$ cat src/rtl/seq_pkg.sv
`timescale 1ns/1ps
package seq_pkg;
  typedef enum logic [2:0] {
    ST_LOAD  = 3'd0,
    ST_START = 3'd1,
    ST_WAIT  = 3'd2,
    ST_SEND  = 3'd3,
    ST_IRQ   = 3'd4
  } seq_state_t;

  function automatic int words_in(input int bits, input int word_bits);
    return bits / word_bits;
  endfunction
endpackage

$ cat src/rtl/seq_cfg_collect.sv
`timescale 1ns/1ps
module seq_cfg_collect #(
  parameter int WORD_W = 32,
  parameter int BLK_W  = 64,
  parameter int HKEY_W = 24
) (
  input  logic              clk,
  input  logic              rst_n,
  input  logic              clr,
  input  logic              take,
  input  logic [WORD_W-1:0] word,
  output logic [BLK_W-1:0]  plain,
  output logic [BLK_W-1:0]  cipher,
  output logic [HKEY_W-1:0] hkey,
  output logic              last
);
  localparam int PER_BLK = seq_pkg::words_in(BLK_W, WORD_W);
  localparam int NSLOT   = 2 * PER_BLK;
  localparam int TOTAL   = NSLOT + 1;
  localparam int IW      = $clog2(TOTAL);

  logic [WORD_W-1:0] slot [NSLOT];
  logic [HKEY_W-1:0] hkey_q;
  logic [IW-1:0]     idx;

  assign last = take && (idx == IW'(TOTAL - 1));

  always_ff @(posedge clk or negedge rst_n) begin
    if (!rst_n) begin
      idx    <= '0;
      hkey_q <= '0;
      for (int i = 0; i < NSLOT; i++) slot[i] <= '0;
    end else if (clr) begin
      idx    <= '0;
      hkey_q <= '0;
      for (int i = 0; i < NSLOT; i++) slot[i] <= '0;
    end else if (take) begin
      if (last) begin
        hkey_q <= word[HKEY_W-1:0];
        idx    <= '0;
      end else begin
        slot[idx] <= word;
        idx       <= idx + 1'b1;
      end
    end
  end

  for (genvar g = 0; g < PER_BLK; g++) begin : g_place
    assign plain [(PER_BLK-1-g)*WORD_W +: WORD_W] = slot[g];
    assign cipher[(PER_BLK-1-g)*WORD_W +: WORD_W] = slot[PER_BLK+g];
  end
  assign hkey = hkey_q;

  AST_IDX_RANGE: assert property (@(posedge clk) disable iff (!rst_n)
    int'(idx) < TOTAL);
  AST_CLR_EMPTY: assert property (@(posedge clk) disable iff (!rst_n)
    clr |=> (idx == '0));
endmodule

$ cat src/rtl/seq_result_send.sv
`timescale 1ns/1ps
module seq_result_send #(
  parameter int WORD_W = 32,
  parameter int BLK_W  = 64
) (
  input  logic              clk,
  input  logic              rst_n,
  input  logic              clr,
  input  logic              load,
  input  logic              found,
  input  logic [BLK_W-1:0]  key,
  input  logic              active,
  input  logic              adv,
  output logic [WORD_W-1:0] word_out,
  output logic              last
);
  localparam int PER_BLK = seq_pkg::words_in(BLK_W, WORD_W);
  localparam int IW      = (PER_BLK > 1) ? $clog2(PER_BLK) : 1;

  logic [BLK_W-1:0] res;
  logic [IW-1:0]    sel;

  function automatic logic [BLK_W-1:0] outcome(input logic hit, input logic [BLK_W-1:0] k);
    return hit ? k : '0;
  endfunction

  function automatic logic [WORD_W-1:0] pick(input logic [BLK_W-1:0] v, input logic [IW-1:0] s);
    return v[(PER_BLK-1-int'(s))*WORD_W +: WORD_W];
  endfunction

  assign last     = adv && (sel == IW'(PER_BLK - 1));
  assign word_out = pick(res, sel);

  always_ff @(posedge clk or negedge rst_n) begin
    if (!rst_n) begin
      res <= '0;
      sel <= '0;
    end else if (clr) begin
      res <= '0;
      sel <= '0;
    end else if (load) begin
      res <= outcome(found, key);
      sel <= '0;
    end else if (adv) begin
      sel <= last ? '0 : sel + 1'b1;
    end
  end

  AST_WORD_STABLE: assert property (@(posedge clk) disable iff (!rst_n)
    (active && !adv && !clr) |=> $stable(word_out));
endmodule

$ cat src/rtl/cmd_sequencer.sv
`timescale 1ns/1ps
module cmd_sequencer #(
  parameter int WORD_W = 32,
  parameter int BLK_W  = 64,
  parameter int HKEY_W = 24
) (
  input  logic              clk,
  input  logic              rst_n,
  input  logic              soft_rst,
  output logic              wf_req,
  input  logic              wf_ack,
  input  logic [WORD_W-1:0] wf_data,
  output logic              rf_req,
  input  logic              rf_ack,
  output logic [WORD_W-1:0] rf_data,
  output logic              eng_start,
  output logic              eng_abort,
  output logic [BLK_W-1:0]  eng_plain,
  output logic [BLK_W-1:0]  eng_cipher,
  output logic [HKEY_W-1:0] eng_hkey,
  input  logic              eng_done,
  input  logic              eng_found,
  input  logic [BLK_W-1:0]  eng_key,
  output logic              irq
);
  import seq_pkg::*;

  seq_state_t state, state_nx;

  // named internal events
  logic cfg_take, cfg_last, res_load, res_adv, res_last, busy;

  assign cfg_take = (state == ST_LOAD) && wf_ack;
  assign res_load = (state == ST_WAIT) && eng_done;
  assign res_adv  = (state == ST_SEND) && rf_ack;
  assign busy     = (state == ST_START) || (state == ST_WAIT);

  seq_cfg_collect #(.WORD_W(WORD_W), .BLK_W(BLK_W), .HKEY_W(HKEY_W)) u_cfg (
    .clk(clk), .rst_n(rst_n), .clr(soft_rst), .take(cfg_take), .word(wf_data),
    .plain(eng_plain), .cipher(eng_cipher), .hkey(eng_hkey), .last(cfg_last)
  );

  seq_result_send #(.WORD_W(WORD_W), .BLK_W(BLK_W)) u_res (
    .clk(clk), .rst_n(rst_n), .clr(soft_rst), .load(res_load), .found(eng_found),
    .key(eng_key), .active(state == ST_SEND), .adv(res_adv),
    .word_out(rf_data), .last(res_last)
  );

  always_comb begin
    state_nx = state;
    unique case (state)
      ST_LOAD:  if (cfg_last) state_nx = ST_START;
      ST_START: state_nx = ST_WAIT;
      ST_WAIT:  if (res_load) state_nx = ST_SEND;
      ST_SEND:  if (res_last) state_nx = ST_IRQ;
      ST_IRQ:   state_nx = ST_LOAD;
      default:  state_nx = ST_LOAD;
    endcase
    if (soft_rst) state_nx = ST_LOAD;
  end

  always_ff @(posedge clk or negedge rst_n) begin
    if (!rst_n) state <= ST_LOAD;
    else        state <= state_nx;
  end

  assign wf_req    = (state == ST_LOAD);
  assign rf_req    = (state == ST_SEND);
  assign eng_start = (state == ST_START);
  assign irq       = (state == ST_IRQ);
  assign eng_abort = soft_rst && busy;

  AST_RD_HOLD: assert property (@(posedge clk) disable iff (!rst_n)
    (wf_req && !wf_ack) |=> wf_req);
  AST_WR_HOLD: assert property (@(posedge clk) disable iff (!rst_n)
    (rf_req && !rf_ack && !soft_rst) |=> rf_req);
  AST_START_AFTER_CFG: assert property (@(posedge clk) disable iff (!rst_n)
    eng_start |-> $past(wf_req && wf_ack));
  AST_START_PULSE: assert property (@(posedge clk) disable iff (!rst_n)
    eng_start |=> !eng_start);
  AST_RESULT_AFTER_DONE: assert property (@(posedge clk) disable iff (!rst_n)
    $rose(rf_req) |-> $past(eng_done));
  AST_IRQ_AFTER_WRITE: assert property (@(posedge clk) disable iff (!rst_n)
    irq |-> $past(rf_req && rf_ack));
  AST_IRQ_PULSE: assert property (@(posedge clk) disable iff (!rst_n)
    irq |=> !irq);
  AST_SOFT_IDLE: assert property (@(posedge clk) disable iff (!rst_n)
    soft_rst |=> (wf_req && !rf_req && !eng_start && !irq));
endmodule

$ cat config.mk
export PLATFORM = sky130hd
export DESIGN_NAME = cmd_sequencer
export DESIGN_NICKNAME = d
export VERILOG_FILES = /design/src/rtl/seq_pkg.sv /design/src/rtl/seq_cfg_collect.sv /design/src/rtl/seq_result_send.sv /design/src/rtl/cmd_sequencer.sv
export SDC_FILE = /design/constraint.sdc
export NUM_CORES = 1
export LEC_CHECK = 0
export BUFFER_PORTS_ARGS = -buffer_cell sky130_fd_sc_hd__buf_2
export CAP_MARGIN = 0
export CORE_MARGIN = 8
export CORE_UTILIZATION = 52
export DETAILED_ROUTE_END_ITERATION = 6
export MAX_ROUTING_LAYER = met4
export PLACE_DENSITY = 0.82
export SLEW_MARGIN = 30
export SYNTH_ARGS = -nofsm -noshare
export SYNTH_HDL_FRONTEND = slang
export SYNTH_SLANG_ARGS = --single-unit
$ cat constraint.sdc
create_clock -name clk -period 2.21 [get_ports clk]
set_input_delay 0.3315 -clock clk [delete_from_list [all_inputs] [get_ports clk]]
set_output_delay 0.3315 -clock clk [all_outputs]
set_load 0.05 [all_outputs]
* Word level (Yosys, flattened, before mapping)
Cells that the tools add are included.
** Operators by class
- $add $sub $neg :: 3
- Multipliers :: 0
- Div/mod/pow operators :: 0
- $lt $le $gt $ge :: 2
- Equal/unequal tests :: 9
- Shift operators :: 1
- Mux-type cells :: 24
- Bitwise logic cells :: 1
- Reductions and logical operators :: 16
** Operator list (number)
- 128-bit 2-to-1 mux :: 3
- 64-bit 2-to-1 mux :: 3
- 128-bit bitwise mux :: 1
- 24-bit 2-to-1 mux :: 3
- 32-bit demux with 2-bit select :: 1
- 64-bit by 32-bit variable part select with 32-bit output :: 1
- 32-bit 2-to-1 mux :: 1
- 3-bit 2-to-1 mux :: 7
- 3-bit one-hot mux with 4 select lines :: 1
- 1-bit logical AND :: 7
- 3-bit by 2-bit equality test with 1-bit output (second input constant) :: 2
- 3-bit equality test (second input constant) :: 2
- 3-bit by 2-bit inequality test with 1-bit output (second input constant) :: 2
- 2-bit nonzero test :: 3
- 4-bit by 3-bit >= comparator with 1-bit output (second input constant) :: 1
- 4-bit by 1-bit less-than comparator with 1-bit output (second input constant) :: 1
- 1-bit 2-to-1 mux :: 4
- 3-bit NOT with 4-bit output :: 1
- 2-bit AND reduction :: 2
- 3-bit by 1-bit adder with 3-bit output (second input constant) :: 1
- 3-bit by 1-bit equality test with 1-bit output (second input constant) :: 1
- 3-bit logical NOT :: 1
- 3-bit inequality test (second input constant) :: 1
- 3-bit AND reduction :: 1
- other kinds (5) :: 5
** Storage, ports and cells
- Flip-flop bits (word level) :: 223
- Bits in latches :: 0
- Memory bits (writable) :: 0
- Memory bits (read-only) :: 0
- Input port bits :: 103
- Output and inout bits :: 189
- Memories kept :: 0

* Longest topological paths before layout
- Depth after elaboration :: 9
- Gate-level depth with buffers :: 8

* By module
From an unflattened synthesis, not the netlist that was laid out.
** Second synthesis, totals
- Cell total of the unflattened synthesis :: 969
- Area total of the unflattened synthesis :: 10252.3 um2
** Modules (own cells, without submodules)
- seq_cfg_collect :: times used 1, cells an instance 663, area an instance 6869.1 um2, seq. area each 3878.7 um2
- seq_result_send :: times used 1, cells an instance 284, area an instance 3155.5 um2, seq. area each 1626.6 um2
- cmd_sequencer :: times used 1, cells an instance 22, area an instance 227.7 um2, seq. area each 75.1 um2

* Least setup slack after synthesis
OpenSTA, ideal clock, no wires.
- Path kind :: in2out
- From :: in soft_rst
- To :: out eng_abort
- Arrival time :: 2033 ps
- Required time :: 1879 ps
- Setup slack :: -155 ps
- Stages :: 3
- Buffers on the path :: 2
- Cells stage by stage :: clkbuf_1 clkbuf_1 nor3b_1
** Between the ends
- Cells in the longest elaborated chain, start to end :: 1
** RTL lines
- start: declaration :: line cmd_sequencer.sv:9 : input logic soft_rst,
- 1-bit logical AND :: line cmd_sequencer.sv:71 : assign eng_abort = soft_rst && busy;
- end: declaration :: line cmd_sequencer.sv:17 : output logic eng_abort,
Every way passes these cells.

* Worst setup path in the final report
- From :: reg state[1]
- To :: out eng_abort
** Between the ends
- Cells in the longest elaborated chain, start to end :: 3
- Elaborated cells on any way between the ends :: 4
- Classes of those cells :: eq/ne (2); reduce/logical (2)
** RTL lines
- start: declaration :: line cmd_sequencer.sv:28 : seq_state_t state, state_nx;
- start signal: assignment :: line cmd_sequencer.sv:64 : else state <= state_nx;
- 3-bit by 1-bit equality test with 1-bit output or 3-bit by 2-bit equality test with 1-bit output (tied branches) :: line cmd_sequencer.sv:36 : assign busy = (state == ST_START) || (state == ST_WAIT);
- 1-bit logical OR * :: line cmd_sequencer.sv:36
- 1-bit logical AND * :: line cmd_sequencer.sv:71
Every way passes the cells marked *; elsewhere a longest branch is shown, timed or not.

==> flow_metrics.py <==
metrics = {
    "outcome": {
        "outcome": "complete, no violations",
    },
    "layout": {
        "final_util_pct": 66.8,
        "flow.area_growth_from_synthesis_pct": 26.7,
        "regArea_mm2": 0.00558,
        "drive_gt1_share_pct": 34.7,
        "num-nets-final": 1260,
        "n_antenna_cell": 0,
        "nFillCells": 1403,
        "fin_cells": 1403,
        "final_common_cell": "buf_2",
        "layout_common_cells": "289 x buf_2, 223 x dfrtp_1, 98 x nand2b_1",
        "multi_input_area_mm2": 0.00387,
    },
    "detailed_routing": {
        "avgViaCountPerCell": 5.78,
        "via_count": 8116,
        "ant_nets": 0,
        "first_pass_iters": 5,
        "drc_errors": 0,
        "drt_iter0_markers": 552,
        "avgRoutedWirePerCell_um": 20.5,
        "finalWirelength_mm": 28.7,
    },
    "timing": {
        "period_share_pct": 94.0,
        "fin_tns_setup_ns": 0,
        "max_clock_freq_ghz": 0.482,
        "finalMaxSlewViolations": 0,
        "hold_viol_final": 0,
        "max_slew.worst_pin.slew_ns": 0.711,
        "worst_slack_ns": 0.133,
        "rsz0062_at_grt": "no",
        "relSlewSlack_pct": 52.6,
        "skew_ns": 0.0120,
        "setup_viol": 0,
        "min_period_ns": 2.08,
    },
    "place": {
        "dp_hpwl_mm": 19.7,
        "port_buffers": 291,
        "place.gp.congestion": 0.828,
        "place_inst": 1358,
        "post-place-ws_ns": 0.284,
    },
    "yosys": {
        "ys.flop_type": "dfrtp_1",
        "synthDistinctLibCells": 36,
        "synth_edf_count": 0,
        "synth_area_per_cell_um2": 11.1,
        "syn_inst": 885,
        "ys_ff_latch": 223,
        "async_flop_share_pct": 100,
        "ys_warn_count": 0,
        "netlist_area_mm2": 0.00983,
        "synth_nets": 994,
        "ys_seq_area_share_pct": 56.8,
    },
    "critical_path": {
        "slowest_delay_ns": 0.38,
        "r2r_cells": 6,
        "slowest_stage": "dfrtp_1",
        "r2r_slack_ns": 0.25,
        "worstSetupPathType": "reg -> out",
        "critPathTopFamily": "buffers and inverters",
        "worstSetupStartpointType": "flop",
        "cp-end-kind": "primary output",
        "r2r_start": "u_cfg.idx[0]",
        "r2r_end": "u_cfg.cipher[33]",
        "path_max_fanout": 11,
        "path_buf_inv": 2,
        "cp_data_required_time_ns": 1.88,
        "path_cells": "buf_4 -> xnor2_1 -> nor3b_2 -> buf_2",
        "crit_arrival_ns": 1.75,
    },
    "clock_network": {
        "numCtsBuffers": 24,
        "cts_root_buf": "clkbuf_16",
        "cts_resized": 0,
        "path_clk_slew_ns": 0.07,
        "clk_latency_ns": 0.51,
        "cts_sinks": 223,
        "clock_tree.htree_level_count": 1,
        "cts_max_path_buffers": 3,
        "cts_tree": "yes",
    },
    "min_path": {
        "hp-class": "in -> reg",
        "hold_end": "u_res.res[15]",
        "min_path_cells": 2,
        "hp-start": "eng_key[15]",
    },
    "power": {
        "irDropWorstVdd_mv": 0.703,
        "powerDensity_mw_per_mm2": 965,
        "design_power_total_mw": 12.0,
        "p_leak_nw": 6.38,
    },
    "grt": {
        "grt_pass1_vias": 8436,
        "globalRoute.totalOverflow": 0,
        "grt_pass1_wl_mm": 46.0,
        "grt_start_max_net_pins": 190,
        "track_usage_pct": 24.4,
        "antenna_found_initial": 0,
    },
    "die": {
        "start_util_pct": 52.7,
        "core_area_mm2": 0.0186,
        "die_w_um": 153,
        "die_area_mm2": 0.0236,
        "rows": 50,
        "io_pins": 292,
        "die_h_um": 153,
    },
    "flow_run": {
        "max_cap_viol_count": 0,
    },
}
[per-stage QoR]
step / hold slack [ns] / cell area [um^2]
final: 0.0330 / 12500
after global routing: 0.0179 / 12500
after CTS: 0.0128 / 12500
after detailed placement: 0.347 / 11600
after global placement: 0.358 / 11600
after floorplan: 0.0359 / 9840
[where the power goes]
part           leakage (nW)  internal (mW)  switching (mW)
Sequential             3.09           4.39           0.193
Combinational          2.92          0.902            2.49
Clock                 0.372           2.37            1.66
Total                  6.38           7.67            4.34
[how the worst max path moves through the flow]
stage                            start               end  slack (ns)  cells after the start
after floorplan               state[1]          state[0]        0.04                      4
after global placement    u_cfg.idx[0]  u_cfg.cipher[41]        0.40                      6
after detailed placement  u_cfg.idx[0]  u_cfg.cipher[49]        0.28                      6
after CTS                     state[1]         eng_abort        0.09                      4
after global routing          state[1]         eng_abort        0.05                      4
final                         state[1]         eng_abort        0.13                      4
[logic make-up (layout without fill, tap and decap cells)]
kind of cell / Yosys count / in the layout / share of synthesized area (%)
compound gates: 252 / 252 / 15.6
xor+xnor: 2 / 2 / 0.178
fa+ha+maj: 6 / 6 / 0.764
buf+inv: 94 / 378 / 4.21
flops: 223 / 223 / 56.8
mux: 96 / 96 / 10.2
simple gates: 212 / 212 / 12.3
[registers in the layout, summed over array words and instances, names as in the netlist]
register and flops:
u_cfg.plain 64, u_cfg.idx 3, u_res.sel 1, state 3
u_res.res 64, u_cfg.hkey 24, u_cfg.cipher 64
[per-layer routing]
layer / global-route usage, % / vias up / share of wire (%)
li1: - / 3672 / -
met1: 30.8 / 3983 / 41
met2: 38.9 / 410 / 49
met3: 5.63 / 51 / 8.4
met4: 6.67 / 0 / 2.1
met5: - / - / 0
[layout make-up]
type	count	share of cell area, %
Inverter	6	0.181
Sequential cell	223	44.8
Clock buffer	33	5.35
Multi-Input combinational cell	568	31.1
Timing Repair Buffer	328	15.2
Clock inverter	11	1.07
Tap cell	234	2.35
[what timing repair did]
action / CTS / global route
buffers inserted: 0 / 0
hold buffers: 1 / 0
hold endpoints to repair: 67 / 0
[cell usage after synthesis (6+ instances only)]
master      n  share of area, %
dfrtp_1   223                57
nand2b_1   98               6.2
a21oi_1    90               4.6
o21ai_0    90               4.6
nand3_1    88               4.5
clkbuf_1   77               2.9
a22o_1     64               5.7
mux2i_1    64               6.5
mux2_2     32               3.7
buf_6       8              0.92
nand2_1     8              0.31
ha_1        6              0.76
inv_1       6              0.23
[worst register-to-register path: stages (launching register included)]
cell,delay [ns]
dfrtp_1,0.39
inv_1,0.09
ha_1,0.28
nand2b_1,0.23
a211oi_4,0.29
buf_12,0.29
mux2i_1,0.30
(Power assumes the default switching activity.)
